## config.mk

```make
export PLATFORM = sky130hd
export DESIGN_NAME = dmac_sg_top
export DESIGN_NICKNAME = d
export VERILOG_FILES = /design/src/rtl/dmac_pkg.sv /design/src/rtl/dmac_regs.sv /design/src/rtl/dmac_engine.sv /design/src/rtl/dmac_sg_top.sv
export SDC_FILE = /design/constraint.sdc
export NUM_CORES = 1
export LEC_CHECK = 0
export BUFFER_PORTS_ARGS = -buffer_cell sky130_fd_sc_hd__buf_2
export CORE_ASPECT_RATIO = 1.2
export CORE_MARGIN = 2
export CORE_UTILIZATION = 37
export CTS_BUF_LIST = sky130_fd_sc_hd__clkbuf_2 sky130_fd_sc_hd__clkbuf_4 sky130_fd_sc_hd__clkbuf_8
export DETAILED_ROUTE_END_ITERATION = 10
export PLACE_DENSITY_LB_ADDON = 0.3
export SYNTH_ARGS = -nofsm -noshare
export SYNTH_HDL_FRONTEND = slang
export SYNTH_SLANG_ARGS = --single-unit
```

## constraint.sdc

```tcl
create_clock -name clk -period 4.3 [get_ports clk]
set_input_delay 0.215 -clock clk [delete_from_list [all_inputs] [get_ports clk]]
set_output_delay 0.215 -clock clk [all_outputs]
set_load 0.03 [all_outputs]
```

## src/rtl/dmac_pkg.sv

```systemverilog
package dmac_pkg;
    localparam int WORD_W     = 32;
    localparam int MODE_WAIT  = 6;
    localparam int MODE_CHAIN = 9;
    localparam int MODE_HOLD  = 11;
    localparam int PTR_LAST   = 1;
    localparam int PTR_DIR    = 3;
    localparam int CSR_EN     = 0;
    localparam int CSR_GO     = 1;
    localparam int CSR_DONE   = 4;
    localparam logic [2:0] RIX_MODE  = 3'd0;
    localparam logic [2:0] RIX_HADDR = 3'd1;
    localparam logic [2:0] RIX_LADDR = 3'd2;
    localparam logic [2:0] RIX_COUNT = 3'd3;
    localparam logic [2:0] RIX_PTR   = 3'd4;
    localparam logic [2:0] RIX_CSR   = 3'd5;

    typedef enum logic [2:0] {
        ST_IDLE, ST_FETCH, ST_CHECK, ST_READ, ST_WRITE, ST_SEGEND
    } dma_state_e;
endpackage

```

## src/rtl/dmac_regs.sv

```systemverilog
module dmac_regs
    import dmac_pkg::*;
#(
    parameter int ADDR_W = 32
) (
    input  logic              clk,
    input  logic              rst_n,
    input  logic              wr,
    input  logic [2:0]        addr,
    input  logic [WORD_W-1:0] wdata,
    output logic [WORD_W-1:0] rdata,
    input  logic              busy,
    input  logic              finish,
    output logic              go,
    output logic [1:0]        w_sel,
    output logic              wait_en,
    output logic              hold_en,
    output logic              chain_en,
    output logic [ADDR_W-1:0] haddr,
    output logic [ADDR_W-1:0] laddr,
    output logic [WORD_W-1:0] count,
    output logic [ADDR_W-5:0] ptr_base,
    output logic              ptr_dir
);
    logic [WORD_W-1:0] mode_q, haddr_q, laddr_q, count_q, ptr_q;
    logic              done_q;

    assign go = wr && (addr == RIX_CSR) && wdata[CSR_EN] && wdata[CSR_GO] && !busy;

    always_ff @(posedge clk or negedge rst_n) begin
        if (!rst_n) begin
            mode_q  <= '0;
            haddr_q <= '0;
            laddr_q <= '0;
            count_q <= '0;
            ptr_q   <= '0;
            done_q  <= 1'b0;
        end else begin
            if (wr) begin
                unique case (addr)
                    RIX_MODE:  mode_q  <= wdata;
                    RIX_HADDR: haddr_q <= wdata;
                    RIX_LADDR: laddr_q <= wdata;
                    RIX_COUNT: count_q <= wdata;
                    RIX_PTR:   ptr_q   <= wdata;
                    default: ;
                endcase
            end
            if (go)
                done_q <= 1'b0;
            else if (finish)
                done_q <= 1'b1;
        end
    end

    always_comb begin
        unique case (addr)
            RIX_MODE:  rdata = mode_q;
            RIX_HADDR: rdata = haddr_q;
            RIX_LADDR: rdata = laddr_q;
            RIX_COUNT: rdata = count_q;
            RIX_PTR:   rdata = ptr_q;
            RIX_CSR:   rdata = WORD_W'(done_q) << CSR_DONE;
            default:   rdata = '0;
        endcase
    end

    assign w_sel    = mode_q[1:0];
    assign wait_en  = mode_q[MODE_WAIT];
    assign hold_en  = mode_q[MODE_HOLD];
    assign chain_en = mode_q[MODE_CHAIN];
    assign haddr    = haddr_q[ADDR_W-1:0];
    assign laddr    = laddr_q[ADDR_W-1:0];
    assign count    = count_q;
    assign ptr_base = ptr_q[ADDR_W-1:4];
    assign ptr_dir  = ptr_q[PTR_DIR];

    // an accepted go clears done on the next cycle
    assert_done_clears_R8: assert property (@(posedge clk) disable iff (!rst_n)
        go |=> !done_q);
    // done is only ever visible while the engine sits idle
    assert_done_idle_R8: assert property (@(posedge clk) disable iff (!rst_n)
        done_q |-> !busy);
endmodule

```

## src/rtl/dmac_engine.sv

```systemverilog
module dmac_engine
    import dmac_pkg::*;
#(
    parameter int ADDR_W = 32
) (
    input  logic              clk,
    input  logic              rst_n,
    input  logic              go,
    input  logic [1:0]        w_sel,
    input  logic              wait_en,
    input  logic              hold_en,
    input  logic              chain_en,
    input  logic [ADDR_W-1:0] reg_haddr,
    input  logic [ADDR_W-1:0] reg_laddr,
    input  logic [WORD_W-1:0] reg_count,
    input  logic [ADDR_W-5:0] reg_ptr_base,
    input  logic              reg_ptr_dir,
    output logic              busy,
    output logic              finish,
    output logic              h_req,
    output logic              h_we,
    output logic [ADDR_W-1:0] h_addr,
    output logic [WORD_W-1:0] h_wdata,
    input  logic [WORD_W-1:0] h_rdata,
    input  logic              h_rdy,
    output logic              l_req,
    output logic              l_we,
    output logic [ADDR_W-1:0] l_addr,
    output logic [WORD_W-1:0] l_wdata,
    input  logic [WORD_W-1:0] l_rdata,
    input  logic              l_rdy
);
    dma_state_e        state, st_nx;
    logic [ADDR_W-5:0] ptr, nxt;
    logic [1:0]        widx, wsel_r;
    logic [ADDR_W-1:0] cur_h, cur_l, wb;
    logic [WORD_W-1:0] cnt, beats, beats_calc, data_q, mask;
    logic              dir, last, chain_r, wait_r, hold_r;
    logic              hcmp, lcmp, src_cmp, dst_cmp;
    int unsigned       shamt;

    always_comb begin
        unique case (wsel_r)
            2'b00:   begin mask = WORD_W'(32'h0000_00FF); wb = ADDR_W'(1); shamt = 0; end
            2'b01:   begin mask = WORD_W'(32'h0000_FFFF); wb = ADDR_W'(2); shamt = 1; end
            default: begin mask = '1;                     wb = ADDR_W'(4); shamt = 2; end
        endcase
    end

    assign beats_calc = cnt >> shamt;
    assign hcmp    = h_req && h_rdy;
    assign lcmp    = l_req && (l_rdy || !wait_r);
    assign src_cmp = dir ? lcmp : hcmp;
    assign dst_cmp = dir ? hcmp : lcmp;
    assign busy    = (state != ST_IDLE);
    assign finish  = (state == ST_SEGEND) && last;

    always_comb begin
        st_nx = state;
        unique case (state)
            ST_IDLE:   if (go) st_nx = chain_en ? ST_FETCH : ST_CHECK;
            ST_FETCH:  if (hcmp && widx == 2'd3) st_nx = ST_CHECK;
            ST_CHECK:  st_nx = (beats_calc == '0) ? ST_SEGEND : ST_READ;
            ST_READ:   if (src_cmp) st_nx = ST_WRITE;
            ST_WRITE:  if (dst_cmp) st_nx = (beats == WORD_W'(1)) ? ST_SEGEND : ST_READ;
            ST_SEGEND: st_nx = last ? ST_IDLE : ST_FETCH;
            default:   st_nx = ST_IDLE;
        endcase
    end

    always_ff @(posedge clk or negedge rst_n) begin
        if (!rst_n) begin
            state <= ST_IDLE;
            ptr <= '0; nxt <= '0; widx <= '0; wsel_r <= '0;
            cur_h <= '0; cur_l <= '0; cnt <= '0; beats <= '0; data_q <= '0;
            dir <= 1'b0; last <= 1'b0; chain_r <= 1'b0; wait_r <= 1'b0; hold_r <= 1'b0;
        end else begin
            state <= st_nx;
            unique case (state)
                ST_IDLE: if (go) begin
                    chain_r <= chain_en;
                    wait_r  <= wait_en;
                    hold_r  <= hold_en;
                    wsel_r  <= w_sel;
                    widx    <= '0;
                    ptr     <= reg_ptr_base;
                    cur_h   <= reg_haddr;
                    cur_l   <= reg_laddr;
                    cnt     <= reg_count;
                    dir     <= reg_ptr_dir;
                    last    <= !chain_en;
                end
                ST_FETCH: if (hcmp) begin
                    widx <= widx + 2'd1;
                    unique case (widx)
                        2'd0: cur_h <= h_rdata[ADDR_W-1:0];
                        2'd1: cur_l <= h_rdata[ADDR_W-1:0];
                        2'd2: cnt   <= h_rdata;
                        default: begin
                            nxt  <= h_rdata[ADDR_W-1:4];
                            dir  <= h_rdata[PTR_DIR];
                            last <= h_rdata[PTR_LAST];
                        end
                    endcase
                end
                ST_CHECK: beats <= beats_calc;
                ST_READ: if (src_cmp) data_q <= dir ? (l_rdata & mask) : h_rdata;
                ST_WRITE: if (dst_cmp) begin
                    cur_h <= cur_h + ADDR_W'(4);
                    if (!hold_r) cur_l <= cur_l + wb;
                    beats <= beats - WORD_W'(1);
                end
                ST_SEGEND: if (!last) begin
                    ptr  <= nxt;
                    widx <= '0;
                end
                default: ;
            endcase
        end
    end

    always_comb begin
        h_req = 1'b0; h_we = 1'b0; h_addr = '0; h_wdata = '0;
        l_req = 1'b0; l_we = 1'b0; l_addr = '0; l_wdata = '0;
        unique case (state)
            ST_FETCH: begin
                h_req  = 1'b1;
                h_addr = {ptr, widx, 2'b00};
            end
            ST_READ: begin
                if (dir) begin l_req = 1'b1; l_addr = cur_l; end
                else     begin h_req = 1'b1; h_addr = cur_h; end
            end
            ST_WRITE: begin
                if (dir) begin
                    h_req = 1'b1; h_we = 1'b1; h_addr = cur_h; h_wdata = data_q;
                end else begin
                    l_req = 1'b1; l_we = 1'b1; l_addr = cur_l; l_wdata = data_q & mask;
                end
            end
            default: ;
        endcase
    end

    // a stalled host request holds still until ready
    assert_host_hold_R11: assert property (@(posedge clk) disable iff (!rst_n)
        (h_req && !h_rdy) |=> (h_req && $stable(h_addr) && $stable(h_we) && $stable(h_wdata)));
    // with waiting on, a stalled local request holds still until ready
    assert_local_hold_R10: assert property (@(posedge clk) disable iff (!rst_n)
        (l_req && !l_rdy && wait_r) |=> (l_req && $stable(l_addr) && $stable(l_we)));
endmodule

```

## src/rtl/dmac_sg_top.sv

```systemverilog
module dmac_sg_top
    import dmac_pkg::*;
#(
    parameter int ADDR_W = 32
) (
    input  logic              clk,
    input  logic              rst_n,
    input  logic              reg_wr,
    input  logic [2:0]        reg_addr,
    input  logic [31:0]       reg_wdata,
    output logic [31:0]       reg_rdata,
    output logic              h_req,
    output logic              h_we,
    output logic [ADDR_W-1:0] h_addr,
    output logic [31:0]       h_wdata,
    input  logic [31:0]       h_rdata,
    input  logic              h_rdy,
    output logic              l_req,
    output logic              l_we,
    output logic [ADDR_W-1:0] l_addr,
    output logic [31:0]       l_wdata,
    input  logic [31:0]       l_rdata,
    input  logic              l_rdy
);
    logic              busy, finish, go, wait_en, hold_en, chain_en, ptr_dir;
    logic [1:0]        w_sel;
    logic [ADDR_W-1:0] haddr, laddr;
    logic [WORD_W-1:0] count;
    logic [ADDR_W-5:0] ptr_base;

    dmac_regs #(.ADDR_W(ADDR_W)) u_regs (
        .clk(clk), .rst_n(rst_n), .wr(reg_wr), .addr(reg_addr), .wdata(reg_wdata),
        .rdata(reg_rdata), .busy(busy), .finish(finish), .go(go), .w_sel(w_sel),
        .wait_en(wait_en), .hold_en(hold_en), .chain_en(chain_en), .haddr(haddr),
        .laddr(laddr), .count(count), .ptr_base(ptr_base), .ptr_dir(ptr_dir)
    );

    dmac_engine #(.ADDR_W(ADDR_W)) u_engine (
        .clk(clk), .rst_n(rst_n), .go(go), .w_sel(w_sel), .wait_en(wait_en),
        .hold_en(hold_en), .chain_en(chain_en), .reg_haddr(haddr), .reg_laddr(laddr),
        .reg_count(count), .reg_ptr_base(ptr_base), .reg_ptr_dir(ptr_dir),
        .busy(busy), .finish(finish),
        .h_req(h_req), .h_we(h_we), .h_addr(h_addr), .h_wdata(h_wdata),
        .h_rdata(h_rdata), .h_rdy(h_rdy),
        .l_req(l_req), .l_we(l_we), .l_addr(l_addr), .l_wdata(l_wdata),
        .l_rdata(l_rdata), .l_rdy(l_rdy)
    );
endmodule

```

==> impl_metrics.yaml, run 1 <==
status:
  status: "complete, no violations"
clock_network:
  cts.sink_count: 388
  clockBufferDepth: 3
  cts_tree: "done"
  clock_latency_ns: 0.67
  root_buffer: "clkbuf_8"
  h-tree-depth: 3
  clkTransAtPathRegs_ns: 0.06
  cts_resized: 0
  numCtsBuffers: 67
drt:
  vias_per_cell: 6.01
  dr.pass1.iters: 6
  first_iter_violations: 1678
  drtAntennaViolNets: 0
  wl_met3_um: 6050
  wl_met1_um: 32400
  vias: 19400
  drc: 0
  dr_wl_met2_um: 38100
  maxUsedRoutingLayer: "met5"
  wl_um: 80300
  wl_per_cell_um: 24.9
synthesis:
  yosys-top-cells-area: "dfrtp_1 (46%), mux2_2 (11%), mux2i_1 (6.6%), a21oi_1 (3.6%), nand2_1 (2.8%)"
  synth-seq-cells: 388
  synth_edf_count: 0
  synth_common_cells: "dfrtp_1 (388), mux2_2 (203), nand2_1 (157)"
  synth_top_area_share_pct: 45.6
  synthCells: 2153
  syn_avg_cell_area_sq_um: 9.89
  synth_cell_type_count: 72
  synth_warnings: 0
  yosysSeqAreaShare_pct: 45.6
  synth_area_sq_um: 21300
  synth_top_flop_cell: "dfrtp_1"
  yosysMostFrequentCell: "dfrtp_1"
  synth_nets: 2267
  async_reset_ff_share_pct: 100
  synth_top_area_cell: "dfrtp_1"
final_layout:
  area_growth_pct: 20.5
  regArea_sq_um: 9710
  drive_gt1_share_pct: 26.6
  fin_nets: 2566
  fillers: 5432
  multi_input_area_sq_um: 10900
  final_area_sq_um: 25600
  utilization_pct: 44.9
placement:
  place.gp.congestion: 0.897
  post-dp-hpwl_um: 55600
  place_area_sq_um: 23400
  portBuffers: 267
timing:
  rsz0062_at_grt: "false"
  final_max_slew_viol_count: 0
  clock_skew_ns: 0.0511
  fmax_ghz: 0.255
  finalSetupTns_ns: 0
  tightest_slew_ns: 1.32
  setup_viol_count_final: 0
  hold_viol_final: 0
  slew_headroom_pct: 12.3
  fin_crit_sh_pct: 91.2
  period_minus_slack_ns: 3.92
grt:
  grt_antenna_before_repair: 7
  first_global_vias: 18700
  grt_usage_pct: 26.5
  grt_pass1_wl_um: 119000
  grt_max_degree: 123
  overflow: 0
critical_path:
  crit_required_ns: 4.09
  cp.arrival_ns: 3.70
  critPathKind: "reg2out"
  path_max_fanout: 41
  endpoint_kind: "output port"
  startpoint_type: "flop"
run:
  cap_violations: 0
die:
  rows: 96
  die_x_um: 223
  dieArea_sq_um: 59500
  coreArea_sq_um: 57100
  initial_core_util_pct: 37.3
  ios: 268
  die_h_um: 267
pwr:
  p_leak_uw: 0.0117
  p_per_area_nw_per_um2: 663
  peakVddDrop_uv: 410
hold_path:
  min_path_type: "in2reg"
==> cell type report <==
type	instances	area share (%)
Timing Repair Buffer	401	10.3
Clock buffer	103	4.97
Tap cell	735	3.59
Antenna cell	5	0.0488
Inverter	26	0.381
Clock inverter	7	0.298
Multi-Input combinational cell	1568	42.6
Sequential cell	388	37.9
==> placed cells by master (no fill, tap or decap), types with 12 or more instances in the layout <==
master and n:
dfrtp_1 385, buf_2 265, mux2_2 203, nand2_1 156
a21oi_1 151, mux2i_1 141, nor2_1 132, o21ai_0 107
dlygate4sd3_1 88, o21ai_1 81, clkbuf_8 80, and3_1 71
and2_1 56, a22o_1 54, a22oi_1 48, o22ai_1 47
buf_4 42, nor3_1 29, a221oi_1 28, nand3_1 26
inv_1 25, clkbuf_4 23, a31oi_1 22, nor4_1 19
nand2b_1 14, o31a_1 12
==> final timing paths <==
| path | from | end | slack (ns) | depth (start not counted) |
|---|---|---|---|---|
| min | h_rdata[7] | u_engine.nxt[3] | 0.04 | 2 |
| min reg2reg | u_engine.ptr[24] | u_engine.ptr[24] | 0.49 | 2 |
| max | u_engine.state[2] | h_addr[9] | 0.38 | 5 |
| max in group asynchronous | rst_n | u_regs.mode_q[30] | 2.98 | 3 |
| min in group asynchronous | rst_n | u_engine.data_q[1] | 0.20 | 2 |
| max reg2reg | u_engine.state[0] | u_engine.nxt[24] | 1.16 | 5 |
==> report_power, final <==
group          switching, uW  internal [uW]  total (uW)  leakage (uW)
logic                   4170           2760        6930       0.00625
clock network           1600           1940        3530      0.000718
registers               1540           4980        6520       0.00473
==> timing repair <==
action | CTS | global route
hold buffers | 88 | 0
buffers inserted | 0 | 0
endpoints found under the hold margin | 317 | 0
endpoints found under the setup margin | 0 | 0
==> through the flow <==
step,std cells,hold slack (ns),setup slack (ns),total power [uW]
3_5_place_dp,3030,0.346,1.13,13300
3_3_place_gp,3030,0.364,1.14,13100
5_1_grt,3229,0.0346,0.271,17900
6_report,3233,0.0382,0.381,17000
4_1_cts,3228,0.000666,0.410,16900
2_1_floorplan,2153,-0.0806,1.02,10800
==> sequential cells by signal, indices dropped and copies added, names as in the netlist, 2 cells and up <==
register	flops
u_engine.beats	32
u_engine.cnt	32
u_engine.cur_h	32
u_engine.cur_l	32
u_engine.data_q	32
u_regs.count	32
u_regs.haddr	32
u_regs.laddr	32
u_regs.mode_q	32
u_regs.ptr_q	32
u_engine.nxt	28
u_engine.ptr	28
u_engine.state	3
u_engine.widx	2
u_engine.wsel_r	2
==> layer usage <==
metal  global-route usage (%)  vias to the layer above
met4                     13.5                        2
met3                     5.24                      225
met1                     33.5                     9687
li1                         -                     8549
met2                     43.4                      957
met5                        0                        -
==> cell families after synthesis <==
group | count (synthesis) | share of synthesized area, %
fa+ha+maj | 11 | 0.635
xor+xnor | 4 | 0.165
simple gates | 575 | 13.6
mux | 353 | 17.9
buf+inv | 197 | 3.55
flops | 388 | 45.6
compound gates | 625 | 18.5
==> worst max-delay path, cell delays in order, from the launching register on <==
cell,delay [ns]
dfrtp_1,0.87
or3b_4,0.68
nor2_1,0.37
o21bai_4,0.51
a22o_1,0.32
buf_2,0.23
Note: power is estimated with default switching activity, not from simulation.
==> run 2, diff against run 1 <==
- MAX_ROUTING_LAYER: default -> met4
==> impl_metrics.yaml, run 2 (synthesis gave the netlist of run 1 again) <==
final_layout:
  utilization_pct: 45.1
  final_common_cell: "dfrtp_1"
  drive_gt1_share_pct: 26.9
  area_growth_pct: 20.9
  mostFrequentLayoutCells: "dfrtp_1 (385), buf_2 (265), mux2_2 (203)"
  final_cells: 3244
  fin_nets: 2567
grt:
  grt_max_degree: 123
  overflow: 0
  globalRouteMet1Util_pct: 34.7
  grt_pass1_wl_um: 121000
  grt_antenna_before_repair: 7
  grt-busiest-layer: "met2"
  first_global_vias: 19100
  grtUsageMet2_pct: 43.6
  grt_use_met3_pct: 4.25
  grt_usage_pct: 27.6
pwr:
  p_sw_uw: 7350
  power_frac_seq_pct: 38.2
  p_leak_uw: 0.0118
  peakVddDrop_uv: 556
  netSwitchingFraction_pct: 42.9
  clockPowerShare_pct: 21.4
  power.internal_uw: 9770
  p_comb_share_pct: 40.4
  power.total_uw: 17100
  p_per_area_nw_per_um2: 665
drt:
  first_iter_violations: 1970
  vias: 19400
  drtAntennaViolNets: 0
  drc: 0
  wl_um: 80700
  wl_per_cell_um: 24.9
  dr.pass1.iters: 6
  vias_per_cell: 5.98
timing:
  slew_headroom_pct: 11.1
  fin_ws_ns: 0.397
  clock_skew_ns: 0.0385
  finalSetupTns_ns: 0
  setup_viol_count_final: 0
  rsz0062_at_grt: "false"
  tightest_slew_ns: 1.33
  hold_viol_final: 0
  period_minus_slack_ns: 3.90
  final_max_slew_viol_count: 0
  fmax_ghz: 0.256
  fin_crit_sh_pct: 90.8
clock_network:
  postCtsSetupBuffers: 0
  cts.sink_count: 388
  cts_tree: "done"
  clockBufferDepth: 3
  clock_latency_ns: 0.66
  numCtsBuffers: 68
  clkTransAtPathRegs_ns: 0.06
  root_buffer: "clkbuf_8"
  h-tree-depth: 3
die:
  dieArea_sq_um: 59500
  coreArea_sq_um: 57100
  ios: 268
  die_x_um: 223
  initial_core_util_pct: 37.3
  rows: 96
  die_h_um: 267
critical_path:
  reg2reg_slack_ns: 1.39
  cp.arrival_ns: 3.69
  reg2regPathDepth: 7
  crit_slowest_cell: "dfrtp_1"
  critPathKind: "reg2out"
  crit_end: "h_addr[9]"
  startpoint_type: "flop"
  cp_slowest_stage_delay_ns: 0.84
  rr_endpoint: "u_engine.cur_l[19]"
  crit_required_ns: 4.09
  crit_chain: "or3b_4 -> nor2_1 -> o21bai_4 -> a22o_1 -> buf_2"
  startpoint: "u_engine.state[2]"
  endpoint_kind: "output port"
  path_max_fanout: 41
  r2r-start: "u_engine.state[0]"
placement:
  portBuffers: 267
  place.gp.congestion: 0.928
  pre_cts_slack_ns: 1.10
  place_inst: 3032
  post-dp-hpwl_um: 55800
status:
  status: "complete, no violations"
hold_path:
  min_path_type: "in2reg"
run:
  cap_violations: 0
==> run 2: area by class of cell <==
type	count	area, sq um
fillers	5408	31300
multi-input cells	1568	10900
repair buffers	401	2630
inverters	26	97.6
clock inverters	9	109
diodes	6	15.0
flip-flops and latches	388	9710
well taps	735	920
clock buffers	111	1330
==> run 2: power groups by stage <==
stage / combinational, uW / clock [uW] / sequential [uW]
4_1_cts: 6880 / 3720 / 6480
5_1_grt: 7520 / 3890 / 6690
3_5_place_dp: 6770 / 0 / 6540
6_report: 6920 / 3660 / 6540
2_1_floorplan: 5030 / 0 / 5790
3_3_place_gp: 6650 / 0 / 6480
==> run 2: timing repair <==
action | 4_1_cts | 5_1_grt
resized for setup | 0 | 0
hold endpoints to repair | 320 | 0
hold buffers | 86 | 0
==> run 2: per-layer routing <==
metal	wire length (um)	vias up
met5	0	-
met4	4050	0
met3	6030	238
met2	37900	953
met1	32700	9623
li1	-	8573
==> run 2: how the worst min path moves through the flow <==
stage                      from            endpoint  slack [ns]  cells after the start
CTS                 h_rdata[31]    u_engine.nxt[27]       0.003                      2
floorplan                 rst_n   u_engine.beats[0]       -0.08                      0
detailed placement        rst_n  u_engine.data_q[1]        0.38                      1
finish               h_rdata[7]     u_engine.nxt[3]        0.04                      2
global route        h_rdata[31]    u_engine.nxt[27]        0.01                      2
global placement          rst_n  u_engine.data_q[1]        0.35                      1
==> run 2: critical path: cells and delay by family, from the launching register on <==
| family | cells | cell delay, ns |
|---|---|---|
| flip-flops | 1 | 0.84 |
| buffers and inverters | 1 | 0.22 |
| AND/OR/NAND/NOR | 2 | 1.09 |
| AO/OA/AOI/OAI | 2 | 0.88 |
==> run 2: per-stage QoR <==
stage / instance area (sq um) / hold WS, ns
final: 25700 / 0.0411
after global routing: 25700 / 0.0116
after CTS: 25700 / 0.00305
after detailed placement: 23400 / 0.378
after global placement: 23400 / 0.352
after floorplan: 21300 / -0.0806
==> run 3, diff against run 2 <==
- clock period: 4.3 -> 4.1 ns (I/O delays scaled with it)
==> impl_metrics.yaml, run 3 (synthesis gave the netlist of run 1 again) <==
timing:
  period_minus_slack_ns: 3.70
  hold_viol_final: 0
  rsz0062_at_grt: "false"
  fin_crit_sh_pct: 90.3
  clock_skew_ns: 0.0446
  final_max_slew_viol_count: 0
  slew_headroom_pct: 9.28
  finalSetupTns_ns: 0
  setup_viol_count_final: 0
  tightest_slew_ns: 1.36
  fmax_ghz: 0.270
critical_path:
  endpoint_kind: "output port"
  rr_endpoint: "u_engine.nxt[15]"
  reg2regPathDepth: 5
  r2r-start: "u_engine.state[0]"
  reg2reg_slack_ns: 1.15
  path_max_fanout: 23
  crit_end: "h_addr[20]"
  cp.arrival_ns: 3.50
  startpoint_type: "flop"
  critPathKind: "reg2out"
  startpoint: "u_engine.state[1]"
  crit_required_ns: 3.89
drt:
  vias: 19400
  wl_met3_um: 5910
  dr_wl_met2_um: 38800
  drc: 0
  wl_per_cell_um: 25.0
  vias_per_cell: 5.97
  first_iter_violations: 1658
  maxUsedRoutingLayer: "met4"
  wl_met1_um: 33100
  wl_um: 81500
  dr.pass1.iters: 5
  drtAntennaViolNets: 0
pwr:
  power.total_uw: 17900
  p_leak_uw: 0.0118
  peakVddDrop_uv: 517
  p_per_area_nw_per_um2: 694
final_layout:
  mostFrequentLayoutCells: "dfrtp_1 (385), buf_2 (265), mux2_2 (203)"
  fin_nets: 2580
  drive_gt1_share_pct: 27.0
  area_growth_pct: 21.4
  final_common_cell: "dfrtp_1"
hold_path:
  min_path_type: "in2reg"
status:
  status: "complete, no violations"
die:
  initial_core_util_pct: 37.3
  die_h_um: 267
  coreArea_sq_um: 57100
  ios: 268
  die_x_um: 223
  rows: 96
  dieArea_sq_um: 59500
clock_network:
  clock_latency_ns: 0.68
  root_buffer: "clkbuf_8"
  postCtsSetupBuffers: 0
  clockBufferDepth: 3
  cts.sink_count: 388
  h-tree-depth: 3
  cts_tree: "done"
  numCtsBuffers: 69
  clkTransAtPathRegs_ns: 0.06
grt:
  grt_max_degree: 123
  overflow: 0
  first_global_vias: 19300
  grt_usage_pct: 28.0
  grt_antenna_before_repair: 4
  grt_pass1_wl_um: 122000
run:
  cap_violations: 0
placement:
  portBuffers: 267
  place.gp.congestion: 0.894
  post-dp-hpwl_um: 56600
## run 3: where the power goes
part	internal (uW)	total [uW]	switching, uW
Clock	2110	3830	1730
Combinational	2920	7310	4380
Sequential	5220	6780	1560
## run 3: worst min-delay path by stage
stage                            from  cells after the start           endpoint
after floorplan                 rst_n                      0  u_engine.beats[0]
after global placement          rst_n                      1    u_regs.ptr_q[1]
after detailed placement        rst_n                      1   u_regs.mode_q[1]
after CTS                 h_rdata[30]                      2   u_engine.nxt[26]
after global routing      h_rdata[30]                      2   u_engine.nxt[26]
final                      h_rdata[6]                      2    u_engine.nxt[2]
## run 3: final cells by class
type                       instances  area [sq um]
antenna                            2          5.00
clock buffer                     103          1300
inverter                          26          97.6
sequential                       388          9710
multi-input combinational       1568         10900
tap                              735           920
fill                            5378         31200
clock inverter                    18           150
timing repair buffer             413          2740
## run 3: timing repair
action / CTS / global route
gates resized for setup: 0 / 0
endpoints found under the hold margin: 308 / 0
hold buffers: 93 / 0
## run 3: worst max-delay path: stages (launching register included)
cell	delay (ns)
dfrtp_1	0.82
nor2b_1	0.32
nand2_1	0.22
o21bai_4	0.83
buf_4	0.29
a22o_1	0.14
buf_2	0.20
## run 3: stage by stage
step                std cells  setup WS (ns)  hold WS [ns]  util, %  area [sq um]
global placement         3037           1.17         0.300     41.1         23500
detailed placement       3037           1.10         0.308     41.1         23500
finish                   3253          0.399        0.0491     45.3         25800
CTS                      3251          0.393       0.00508     45.3         25800
global route             3253          0.232        0.0269     45.3         25800
floorplan                2153          0.819       -0.0906        -         21300
## run 3: routing by layer
layer  GRT usage [%]  vias to the layer above
li1                -                     8589
met1            34.4                     9760
met2            44.6                      878
met3            4.89                      186
met4            13.5                        0
met5               -                        -
